<file path="config.mk">
export PLATFORM = sky130hd
export DESIGN_NAME = way_partitioner
export DESIGN_NICKNAME = d
export VERILOG_FILES = /design/src/rtl/wpart_pkg.sv /design/src/rtl/wpart_div.sv /design/src/rtl/wpart_scan.sv /design/src/rtl/way_partitioner.sv
export SDC_FILE = /design/constraint.sdc
export NUM_CORES = 2
export LEC_CHECK = 0
export ABC_AREA = 0
export BUFFER_PORTS_ARGS = -buffer_cell sky130_fd_sc_hd__buf_2
export CORE_MARGIN = 2
export CORE_UTILIZATION = 55
export CTS_CLUSTER_DIAMETER = 40
export CTS_CLUSTER_SIZE = 28
export DETAILED_ROUTE_END_ITERATION = 7
export GPL_ROUTABILITY_DRIVEN = 0
export HOLD_SLACK_MARGIN = 0.1
export PLACE_DENSITY = 0.73
export SLEW_MARGIN = 30
export SYNTH_ARGS = -nofsm -noshare
export SYNTH_HDL_FRONTEND = slang
export SYNTH_SLANG_ARGS = --single-unit
</file>
<file path="constraint.sdc">
create_clock -name clk -period 15.35 [get_ports clk]
set_input_delay 3.07 -clock clk [delete_from_list [all_inputs] [get_ports clk]]
set_output_delay 3.07 -clock clk [all_outputs]
set_load 0.05 [all_outputs]
</file>
<file path="src/rtl/wpart_pkg.sv">
package wpart_pkg;
  typedef enum logic [2:0] {
    ST_IDLE,
    ST_SCALE_GO,
    ST_SCALE_WAIT,
    ST_SCAN_GO,
    ST_SCAN_WAIT
  } wp_state_e;
endpackage

</file>
<file path="src/rtl/wpart_div.sv">
// Restoring serial divider: one quotient bit per cycle.
module wpart_div #(
  parameter int NUM_W = 16,
  parameter int DEN_W = 8
) (
  input  logic             clk,
  input  logic             rst,
  input  logic             start_i,
  input  logic [NUM_W-1:0] num_i,
  input  logic [DEN_W-1:0] den_i,
  output logic             done_o,
  output logic [NUM_W-1:0] quo_o
);
  localparam int CNT_W  = $clog2(NUM_W + 1);
  localparam int PROD_W = NUM_W + DEN_W + 1;

  logic [NUM_W-1:0] num_q, quo_q;
  logic [DEN_W-1:0] den_q, rem_q;
  logic [CNT_W-1:0] cnt_q;
  logic             run_q;
  logic [DEN_W:0]   shifted, trial;

  assign shifted = {rem_q, quo_q[NUM_W-1]};
  assign trial   = shifted - {1'b0, den_q};
  assign quo_o   = quo_q;

  always_ff @(posedge clk) begin
    if (rst) begin
      num_q  <= '0;
      den_q  <= '0;
      quo_q  <= '0;
      rem_q  <= '0;
      cnt_q  <= '0;
      run_q  <= 1'b0;
      done_o <= 1'b0;
    end else begin
      done_o <= 1'b0;
      if (start_i) begin
        num_q <= num_i;
        den_q <= den_i;
        quo_q <= num_i;
        rem_q <= '0;
        cnt_q <= CNT_W'(NUM_W);
        run_q <= 1'b1;
      end else if (run_q) begin
        if (shifted >= {1'b0, den_q}) begin
          rem_q <= trial[DEN_W-1:0];
          quo_q <= {quo_q[NUM_W-2:0], 1'b1};
        end else begin
          rem_q <= shifted[DEN_W-1:0];
          quo_q <= {quo_q[NUM_W-2:0], 1'b0};
        end
        cnt_q <= cnt_q - 1'b1;
        if (cnt_q == CNT_W'(1)) begin
          run_q  <= 1'b0;
          done_o <= 1'b1;
        end
      end
    end
  end

  // the finished quotient is the floor of num / den
  p_div_exact_r4: assert property (@(posedge clk) disable iff (rst)
    done_o |-> ((PROD_W'(quo_q) * PROD_W'(den_q) + PROD_W'(rem_q) == PROD_W'(num_q))
                && (rem_q < den_q)));
endmodule

</file>
<file path="src/rtl/wpart_scan.sv">
// Walks one client's counters from a base position, tracking the best
// hits-per-way run length without any divider.
module wpart_scan #(
  parameter int HIT_W = 16,
  parameter int IDX_W = 3,
  parameter int NW    = 4,
  parameter int SUM_W = 20
) (
  input  logic             clk,
  input  logic             rst,
  input  logic             start_i,
  input  logic [IDX_W-1:0] base_i,
  input  logic [NW-1:0]    limit_i,
  output logic [IDX_W-1:0] rd_idx_o,
  input  logic [HIT_W-1:0] rd_hit_i,
  output logic             done_o,
  output logic [SUM_W-1:0] best_sum_o,
  output logic [NW-1:0]    best_n_o
);
  localparam int PW = SUM_W + NW;

  logic [IDX_W-1:0] idx_q;
  logic [NW-1:0]    step_q, lim_q, n_nx;
  logic [SUM_W-1:0] acc_q, acc_nx;
  logic             run_q, take;
  logic [PW-1:0]    lhs, rhs;

  assign rd_idx_o = idx_q;
  assign acc_nx   = acc_q + SUM_W'(rd_hit_i);
  assign n_nx     = step_q + 1'b1;
  assign lhs      = PW'(acc_nx) * PW'(best_n_o);
  assign rhs      = PW'(best_sum_o) * PW'(n_nx);
  // strict compare: an equal rate keeps the shorter run
  assign take     = (best_n_o == '0) || (lhs > rhs);

  always_ff @(posedge clk) begin
    if (rst) begin
      idx_q      <= '0;
      step_q     <= '0;
      lim_q      <= '0;
      acc_q      <= '0;
      run_q      <= 1'b0;
      done_o     <= 1'b0;
      best_sum_o <= '0;
      best_n_o   <= '0;
    end else begin
      done_o <= 1'b0;
      if (start_i) begin
        idx_q      <= base_i;
        step_q     <= '0;
        lim_q      <= limit_i;
        acc_q      <= '0;
        run_q      <= 1'b1;
        best_sum_o <= '0;
        best_n_o   <= '0;
      end else if (run_q) begin
        acc_q  <= acc_nx;
        step_q <= n_nx;
        idx_q  <= idx_q + 1'b1;
        if (take) begin
          best_sum_o <= acc_nx;
          best_n_o   <= n_nx;
        end
        if (n_nx == lim_q) begin
          run_q  <= 1'b0;
          done_o <= 1'b1;
        end
      end
    end
  end

  // a finished scan proposes between one way and the remaining count
  p_best_range_r3: assert property (@(posedge clk) disable iff (rst)
    done_o |-> (best_n_o >= NW'(1)) && (best_n_o <= lim_q));
endmodule

</file>
<file path="src/rtl/way_partitioner.sv">
module way_partitioner
  import wpart_pkg::*;
#(
  parameter int WAYS    = 8,
  parameter int HIT_W   = 16,
  parameter int RATIO_W = 8
) (
  input  logic                       clk,
  input  logic                       rst,
  input  logic                       go_i,
  input  logic                       squeeze_i,
  input  logic [RATIO_W-1:0]         ratio_i,
  input  logic [WAYS*HIT_W-1:0]      cpu_hits_i,
  input  logic [WAYS*HIT_W-1:0]      gpu_hits_i,
  output logic                       busy_o,
  output logic                       done_o,
  output logic [$clog2(WAYS+1)-1:0]  cpu_ways_o,
  output logic [$clog2(WAYS+1)-1:0]  gpu_ways_o
);
  localparam int IDX_W = $clog2(WAYS);
  localparam int NW    = $clog2(WAYS + 1);
  localparam int SUM_W = HIT_W + NW;
  localparam int PW    = SUM_W + NW;
  localparam int APPS  = 2;  // index 0 = CPU, 1 = GPU

  wp_state_e state_q;

  logic [HIT_W-1:0]   cpu_mem [WAYS];
  logic [HIT_W-1:0]   gpu_mem [WAYS];
  logic [RATIO_W-1:0] ratio_q;
  logic [IDX_W-1:0]   div_idx_q;
  logic [APPS-1:0][NW-1:0] alloc_q, alloc_nx;
  logic [NW-1:0]      rem_q, rem_nx, grant_n;

  logic               div_start, div_done;
  logic [HIT_W-1:0]   div_quo;

  logic                          scan_start;
  logic [APPS-1:0]               scan_done;
  logic [APPS-1:0][IDX_W-1:0]    rd_idx;
  logic [APPS-1:0][HIT_W-1:0]    rd_hit;
  logic [APPS-1:0][SUM_W-1:0]    best_sum;
  logic [APPS-1:0][NW-1:0]       best_n;
  logic                          cpu_pref;

  assign busy_o     = (state_q != ST_IDLE);
  assign div_start  = (state_q == ST_SCALE_GO);
  assign scan_start = (state_q == ST_SCAN_GO);

  // Counter snapshot, GPU entries rewritten in place by the divider
  always_ff @(posedge clk) begin
    if (state_q == ST_IDLE && go_i) begin
      for (int i = 0; i < WAYS; i++) begin
        cpu_mem[i] <= cpu_hits_i[i*HIT_W +: HIT_W];
        gpu_mem[i] <= gpu_hits_i[i*HIT_W +: HIT_W];
      end
    end else if (state_q == ST_SCALE_WAIT && div_done) begin
      gpu_mem[div_idx_q] <= div_quo;
    end
  end

  wpart_div #(.NUM_W(HIT_W), .DEN_W(RATIO_W)) u_div (
    .clk     (clk),
    .rst     (rst),
    .start_i (div_start),
    .num_i   (gpu_mem[div_idx_q]),
    .den_i   (ratio_q),
    .done_o  (div_done),
    .quo_o   (div_quo)
  );

  for (genvar a = 0; a < APPS; a++) begin : g_app
    if (a == 0) begin : g_cpu
      assign rd_hit[a] = cpu_mem[rd_idx[a]];
    end else begin : g_gpu
      assign rd_hit[a] = gpu_mem[rd_idx[a]];
    end
    wpart_scan #(.HIT_W(HIT_W), .IDX_W(IDX_W), .NW(NW), .SUM_W(SUM_W)) u_scan (
      .clk        (clk),
      .rst        (rst),
      .start_i    (scan_start),
      .base_i     (alloc_q[a][IDX_W-1:0]),
      .limit_i    (rem_q),
      .rd_idx_o   (rd_idx[a]),
      .rd_hit_i   (rd_hit[a]),
      .done_o     (scan_done[a]),
      .best_sum_o (best_sum[a]),
      .best_n_o   (best_n[a])
    );
  end

  // Cross-multiplied rate comparison; equality favours the CPU
  always_comb begin
    cpu_pref = (PW'(best_sum[0]) * PW'(best_n[1])) >= (PW'(best_sum[1]) * PW'(best_n[0]));
    grant_n  = cpu_pref ? best_n[0] : best_n[1];
    alloc_nx = alloc_q;
    if (cpu_pref) alloc_nx[0] = alloc_q[0] + grant_n;
    else          alloc_nx[1] = alloc_q[1] + grant_n;
    rem_nx   = rem_q - grant_n;
  end

  always_ff @(posedge clk) begin
    if (rst) begin
      state_q    <= ST_IDLE;
      ratio_q    <= '0;
      div_idx_q  <= '0;
      alloc_q    <= '0;
      rem_q      <= '0;
      done_o     <= 1'b0;
      cpu_ways_o <= '0;
      gpu_ways_o <= '0;
    end else begin
      done_o <= 1'b0;
      unique case (state_q)
        ST_IDLE: begin
          if (go_i) begin
            ratio_q <= (ratio_i == '0) ? RATIO_W'(1) : ratio_i;
            if (squeeze_i) begin
              cpu_ways_o <= NW'(WAYS - 1);
              gpu_ways_o <= NW'(1);
              done_o     <= 1'b1;
            end else begin
              alloc_q   <= {NW'(1), NW'(1)};
              rem_q     <= NW'(WAYS - 2);
              div_idx_q <= '0;
              state_q   <= ST_SCALE_GO;
            end
          end
        end
        ST_SCALE_GO: state_q <= ST_SCALE_WAIT;
        ST_SCALE_WAIT: begin
          if (div_done) begin
            if (div_idx_q == IDX_W'(WAYS - 1)) begin
              if (rem_q == '0) begin
                cpu_ways_o <= alloc_q[0];
                gpu_ways_o <= alloc_q[1];
                done_o     <= 1'b1;
                state_q    <= ST_IDLE;
              end else begin
                state_q <= ST_SCAN_GO;
              end
            end else begin
              div_idx_q <= div_idx_q + 1'b1;
              state_q   <= ST_SCALE_GO;
            end
          end
        end
        ST_SCAN_GO: state_q <= ST_SCAN_WAIT;
        ST_SCAN_WAIT: begin
          if (scan_done[0]) begin
            alloc_q <= alloc_nx;
            rem_q   <= rem_nx;
            if (rem_nx == '0) begin
              cpu_ways_o <= alloc_nx[0];
              gpu_ways_o <= alloc_nx[1];
              done_o     <= 1'b1;
              state_q    <= ST_IDLE;
            end else begin
              state_q <= ST_SCAN_GO;
            end
          end
        end
        default: state_q <= ST_IDLE;
      endcase
    end
  end

  // a reported split covers every way and leaves each client one
  p_ways_total_r2: assert property (@(posedge clk) disable iff (rst)
    done_o |-> ((NW+1)'(cpu_ways_o) + (NW+1)'(gpu_ways_o) == (NW+1)'(WAYS))
               && (cpu_ways_o != '0) && (gpu_ways_o != '0));

  // during a run, granted and remaining ways always add up to WAYS
  p_alloc_balance_r2: assert property (@(posedge clk) disable iff (rst)
    busy_o |-> ((NW+2)'(alloc_q[0]) + (NW+2)'(alloc_q[1]) + (NW+2)'(rem_q) == (NW+2)'(WAYS)));

  // squeeze answers in the next cycle with a single GPU way
  p_squeeze_r5: assert property (@(posedge clk) disable iff (rst)
    (!busy_o && go_i && squeeze_i) |=> done_o && (gpu_ways_o == NW'(1))
                                       && (cpu_ways_o == NW'(WAYS - 1)));

  // completion is reported only once the engine is idle again
  p_done_idle_r8: assert property (@(posedge clk) disable iff (rst)
    done_o |-> !busy_o);

  // a plain go makes the block busy in the following cycle
  p_busy_start_r8: assert property (@(posedge clk) disable iff (rst)
    (!busy_o && go_i && !squeeze_i) |=> busy_o);
endmodule

</file>
# --- Word level (Yosys, flattened, before mapping) ---
# Memories as Yosys holds them, arrays and structs flattened. A register that Yosys moved wholly into a read port is not among the register bits.
# Cells that the tools add are included.
classes:
  add_sub_neg: 12
  n_mul: 6
  magnitude_cmp: 4
  n_eq_ne: 17
  n_mux: 84
  n_bitwise: 2
  n_reduce_logical: 29
ops:
  columns: ["operator", "n"]
  rows:
  - ["20-bit by 4-bit multiplier with 24-bit output", 6]
  - ["4-bit 2-to-1 mux", 20]
  - ["3-bit 2-to-1 mux", 20]
  - ["24-bit > comparator", 2]
  - ["16-bit 2-to-1 mux", 3]
  - ["20-bit by 16-bit adder with 20-bit output", 2]
  - ["8-bit 2-to-1 mux", 5]
  - ["1-bit 2-to-1 mux", 25]
  - ["24-bit greater-or-equal comparator", 1]
  - ["4-bit one-hot mux with 3 select lines", 2]
  - ["4-bit logical NOT", 4]
  - ["8-bit one-hot mux with 2 select lines", 1]
  - ["16-bit OR reduction", 1]
  - ["3-bit one-hot mux with 5 select lines", 1]
  - ["5-bit 2-to-1 mux", 2]
  - ["2-bit inequality test (second input constant)", 5]
  - ["2-bit nonzero test", 5]
  - ["3-bit by 1-bit adder with 3-bit output (second input constant)", 3]
  - ["9-bit by 8-bit greater-or-equal comparator with 1-bit output", 1]
  - ["4-bit by 1-bit adder with 4-bit output (second input constant)", 2]
  - ["4-bit adder", 2]
  - ["4-bit == test", 2]
  - ["8-bit logical NOT", 1]
  - ["2-bit by 1-bit inequality test with 1-bit output (second input constant)", 4]
  - ["other kinds (22)", 34]
totals:
  register_bits: 183
  ramBits: 256
  inputBits: 268
  output_inout_bits: 10
  elab_cells: 186
  mem_count: 2
memory_table:
  columns: ["memory", "depth", "width", "read_ports", "rd_clocked_by_memory_dff", "wr", "line_no", "text"]
  rows:
  - ["cpu_mem", 8, 16, 1, 1, 8, "way_partitioner.sv:28", "logic [HIT_W-1:0] cpu_mem [WAYS];"]
  - ["gpu_mem", 8, 16, 2, 2, 8, "way_partitioner.sv:29", "logic [HIT_W-1:0] gpu_mem [WAYS];"]

# --- Longest topological paths before layout ---
logic_depth:
  ltp_word: 8
  depth_mapped: 38
  ltp_nobuf: 34

# --- Hierarchy ---
# From an unflattened synthesis, not the netlist that was laid out.
unflattened:
  cells_unflattened: 3847
  hier_area_um2: 38398.1
by_module_without_submodules:
  columns: ["mod", "instances", "cells_per_inst", "area_per_inst_um2", "seq_area_each_um2"]
  rows:
  - ["way_partitioner", 1, 1561, 19655.1, 8448.1]
  - ["wpart_scan at g_app[0].u_scan", 1, 1043, 8448.1, 1141.1]
  - ["wpart_scan at g_app[1].u_scan", 1, 1008, 8277.9, 1141.1]
  - ["wpart_div", 1, 235, 2016.9, 780.7]

# --- Worst setup path after synthesis ---
# OpenSTA, ideal clock, no wires.
synth_path:
  path_kind: "register to register"
  startpoint: "register (tool-made name)"
  endpoint: "register g_app[1].u_scan.best_n_o[1]"
  setup_time_ns: 0.128
  t_arrival_ns: 8.323
  required_time_ns: 15.222
  setup_slack_ns: 6.900
  path_stages_with_launch: 38
  n_path_buf: 4
  period_less_slack_ns: 8.450
  path_cell_list: "dfxtp_1 clkbuf_1 buf_1 mux4_2 mux2_2 ha_1 a21o_1 a21oi_1 o21ai_0 nor3b_1 and4b_1 nor3_1 xor2_1 and2_1 fa_1 inv_1 fa_1 inv_1 [... 2 more ...] or3_1 a2111oi_0 nor2_1 a311oi_1 o21ai_0 a31o_2 a21oi_1 xnor2_1 ha_1 nand4_1 nor2_1 nand4_1 o31ai_1 a21oi_1 buf_2 clkbuf_1 mux2i_1 nor2_1"
synth_lines:
  columns: ["item", "line_no", "text"]
  rows:
  - ["end signal: assignment", "wpart_scan.sv:62", "best_n_o <= n_nx;"]
  - ["end: declaration", "wpart_scan.sv:18", "output logic [NW-1:0] best_n_o"]

# --- Worst setup path after layout ---
layout_path:
  startpoint: "register g_app[0].u_scan.best_n_o[1]"
  endpoint: "register gpu_ways_o[1]"
layout_via:
  elab_chain_cells: 8
  elab_cells_between_ends: 12
  cone_classes: "add/sub (2); mul (1); order compare (1); eq/ne (1); mux (5); reduce/logical (2)"
layout_rtl:
  columns: ["item", "line_no", "text"]
  rows:
  - ["start: declaration", "wpart_scan.sv:18", null]
  - ["start signal: assignment", "wpart_scan.sv:62", null]
  - ["20-bit by 4-bit multiplier with 24-bit output", "way_partitioner.sv:94", "cpu_pref = (PW'(best_sum[0]) * PW'(best_n[1])) >= (PW'(best_sum[1]) * PW'(best_n[0]));"]
  - ["24-bit greater-or-equal comparator", "way_partitioner.sv:94", null]
  - ["4-bit 2-to-1 mux", "way_partitioner.sv:95", "grant_n = cpu_pref ? best_n[0] : best_n[1];"]
  - ["4-bit adder", "way_partitioner.sv:98", "else alloc_nx[1] = alloc_q[1] + grant_n;"]
  - ["4-bit 2-to-1 mux", "way_partitioner.sv:97", "if (cpu_pref) alloc_nx[0] = alloc_q[0] + grant_n;"]
  - ["4-bit 2-to-1 mux", "way_partitioner.sv:153", "if (rem_nx == '0) begin"]
  - ["4-bit 2-to-1 mux", "way_partitioner.sv:150", "if (scan_done[0]) begin"]
  - ["4-bit one-hot mux with 3 select lines", "way_partitioner.sv:114", "unique case (state_q)"]
  - ["end signal: assignment", "way_partitioner.sv:136", "gpu_ways_o <= alloc_q[1];"]
  - ["end signal: assignment", "way_partitioner.sv:155", "gpu_ways_o <= alloc_nx[1];"]
  - ["end: declaration", "way_partitioner.sv:18", "output logic [$clog2(WAYS+1)-1:0] gpu_ways_o"]
# Parallel ways exist; a longest one is shown, timed or not. The select of a mux whose other input is x is not followed.
# A chain may end at the register's enable or synchronous reset.

==> impl_metrics.ini <==
[synth]
yosys_register_bits = 448
yosys_most_used_dff = edfxtp_1
yosysUniqueCellTypes = 80
synth.largest_area_cell = edfxtp_1
netlist_area_mm2 = 0.0379
synth_warnings = 0
ys_seq_area_frac = 0.304
syn-num-nets = 4583
synthTopCellsByArea = edfxtp_1 20%, fa_1 12%, dfxtp_1 10%, ha_1 9.8%, mux4_2 5.7%
avgSynthCellArea_um2 = 9.98
async_flop_share = 0
synth_cells = 3796
netlist.area_leader.share = 0.203
synth-edff-count = 256

[drt]
first_pass_iters = 6
avgViaCountPerCell = 5.80
drc = 0
wl_met3_um = 6070
wl_per_cell_um = 19.0
antenna_left = 0
routed_wl_um = 93500
dr_wl_met2_um = 44000
vias = 28559
top_layer_used = met4
met1Wirelength_um = 40600
drt_iter0_markers = 2242

[critical_path]
cp-end-kind = flop
crit_top_cell = ha_1
reg2reg_slack_ps = 5870
critPathMaxStageDelay_ps = 680
path_max_fanout = 25
required_ps = 15840
critPathArrivalTime_ps = 9980
start_kind = flop
worstSetupPathType = flop to flop
cp_slowest_cell = dfxtp_1

[floorplan]
std_cell_rows = 96
dieArea_mm2 = 0.0710
die_w_um = 267
initial_utilization = 0.554
fp.dieH_um = 267
ioPinCount = 278
core_area_mm2 = 0.0685

[finish]
stdcell_area_mm2 = 0.0421
final_cells = 4921
multi_input_area_mm2 = 0.0241
post-route-util = 0.616
nets = 4777
area_growth_syn_to_layout_pct = 11.2
regArea_mm2 = 0.0115
n_fill_cell = 5626
layout-drive-gt1-share = 0.183

[timing]
worstMarginPinSlew_ps = 948
fin_crit_sh = 0.618
tns_ps = 0
fin_worst_skew_ps = 71.5
post-route-min-period_ps = 9480
max_freq_mhz = 105
drv_slew = 0
slew_headroom = 0.364
hold_violations = 0
rsz0062_at_grt = false
setup_violations = 0

[placement]
post_dp_cell_area_mm2 = 0.0401
placed_cells = 4814
hpwl_um = 69700
place.port_buffers = 277

[cts]
cts_tree = done
clk_pin_slew_worst_paths_ps = 70
cts_hold_buffers = 0
cts_buffers = 56
numClockSinks = 448
htreeDepth = 2
cts.repair.resized = 0
clock_latency_ps = 650
cts_max_path_buffers = 3
cts_root_buf = clkbuf_16
cts_setup_buffers = 0

[global_route]
grt_overflow = 0
grt_max_degree = 74
track_usage = 0.264
grt_first_pass_wirelength_um = 150000
grt_pass1_vias = 28171
antenna_found_initial = 1

[pwr]
leakage_nw = 18.6
ir_drop_mv = 0.131
power_density_mw_per_mm2 = 94.3

[status]
status = completed

[worst_hold_path]
holdCritPathClass = flop to flop

[job]
drv_cap = 0
[logic make-up (layout without fill, tap and decap cells)]
logic type | after synthesis | after routing | synth area share
mux | 358 | 358 | 0.132
buf+inv | 614 | 856 | 0.0616
other cells | 0 | 1 | 0
fa+ha+maj | 519 | 519 | 0.215
flops | 448 | 448 | 0.304
simple gates | 1101 | 1101 | 0.145
compound gates | 580 | 580 | 0.102
xor+xnor | 176 | 176 | 0.0407
[final cells by class]
cell class / count / share of cell area
Inverter: 423 / 0.0377
Sequential cell: 448 / 0.274
Multi-Input combinational cell: 2734 / 0.572
Timing Repair Buffer: 327 / 0.0423
Clock inverter: 47 / 0.0142
Antenna cell: 1 / 0.0000594
Tap cell: 882 / 0.0262
Clock buffer: 59 / 0.0340
[sequential cells by signal, summed over array words and instances, names as in the netlist, 5 cells and up, named ones only]
name	cells
cpu_mem	128
gpu_mem	128
g_app.u_scan.acc_q	40
g_app.u_scan.best_sum_o	40
u_div.quo_o	16
alloc_q	8
g_app.u_scan.best_n_o	8
g_app.u_scan.step_q	8
ratio_q	8
u_div.den_q	8
u_div.rem_q	8
g_app.u_scan.rd_idx_o	6
u_div.cnt_q	5
[path summary, 6_finish.rpt]
check                                      to  cells after the start                        start
worst max-delay path            gpu_ways_o[1]                     31  g_app[0].u_scan.best_n_o[1]
worst min-delay path               ratio_q[6]                      2                   ratio_q[6]
worst max register to register  gpu_ways_o[1]                     31  g_app[0].u_scan.best_n_o[1]
worst min register to register     ratio_q[6]                      2                   ratio_q[6]
[routing by layer]
metal | track usage | up-vias
met5 | 0 | -
met4 | 0.0841 | 0
met3 | 0.0328 | 167
met2 | 0.428 | 915
met1 | 0.370 | 14022
li1 | - | 13455
[report_power, final]
group | leakage (nW) | internal (mW) | switching (mW) | total [mW]
sequential | 4.01 | 1.48 | 0.147 | 1.63
combinational | 13.6 | 0.376 | 0.564 | 0.940
clock | 0.981 | 0.777 | 0.624 | 1.40
[through the flow]
stage                     setup WS, ps  total power, mW  hold WS (ps)
final                             5870             3.97           461
after global routing              5170             4.14           480
after CTS                         5700             3.98           462
after detailed placement          5720             2.58           450
after global placement            6040             2.55           434
after floorplan                   6900             2.25           429
[cell usage after synthesis (all sizes together) (16+ instances only)]
master / number
nand4: 26
nor2: 226
o21a: 27
o21bai: 22
and2: 235
nor2b: 98
ha: 297
clkbuf: 117
nand2b: 33
nand3: 30
mux4: 96
a211oi: 73
mux2: 161
inv: 423
xor2: 78
nor3: 40
dfxtp: 192
o21ai: 88
mux2i: 101
a21oi: 180
fa: 222
buf: 74
edfxtp: 256
a21o: 76
or2: 16
nand2: 333
xnor2: 98
[critical path: cells and delay by family, from the launching register on]
family | cells | cell delay [ps]
AOI/OAI and AO/OA | 14 | 4100
adders and majority gates | 6 | 1790
and+or+nand+nor | 6 | 1250
DFF | 1 | 680
buffers and inverters | 2 | 580
xor gates and xnor gates | 2 | 490
muxes | 1 | 440
[cell usage in the layout (no fill, tap or decap), drive strengths merged, types with 15 or more instances in the layout]
cell type	instances
and3	15
a21oi	180
clkbuf	59
a211oi	73
nand3	30
mux4	96
a21o	76
o21a	27
mux2	161
inv	447
clkinv	17
nor3	40
nor2b	98
ha	297
edfxtp	256
nor4	15
xor2	78
o21ai	88
or2	16
mux2i	101
nor2	226
nand2b	33
fa	222
xnor2	98
nand2	333
and2	235
o21bai	22
dfxtp	192
nand4	26
buf	327
(Power assumes the default switching activity.)
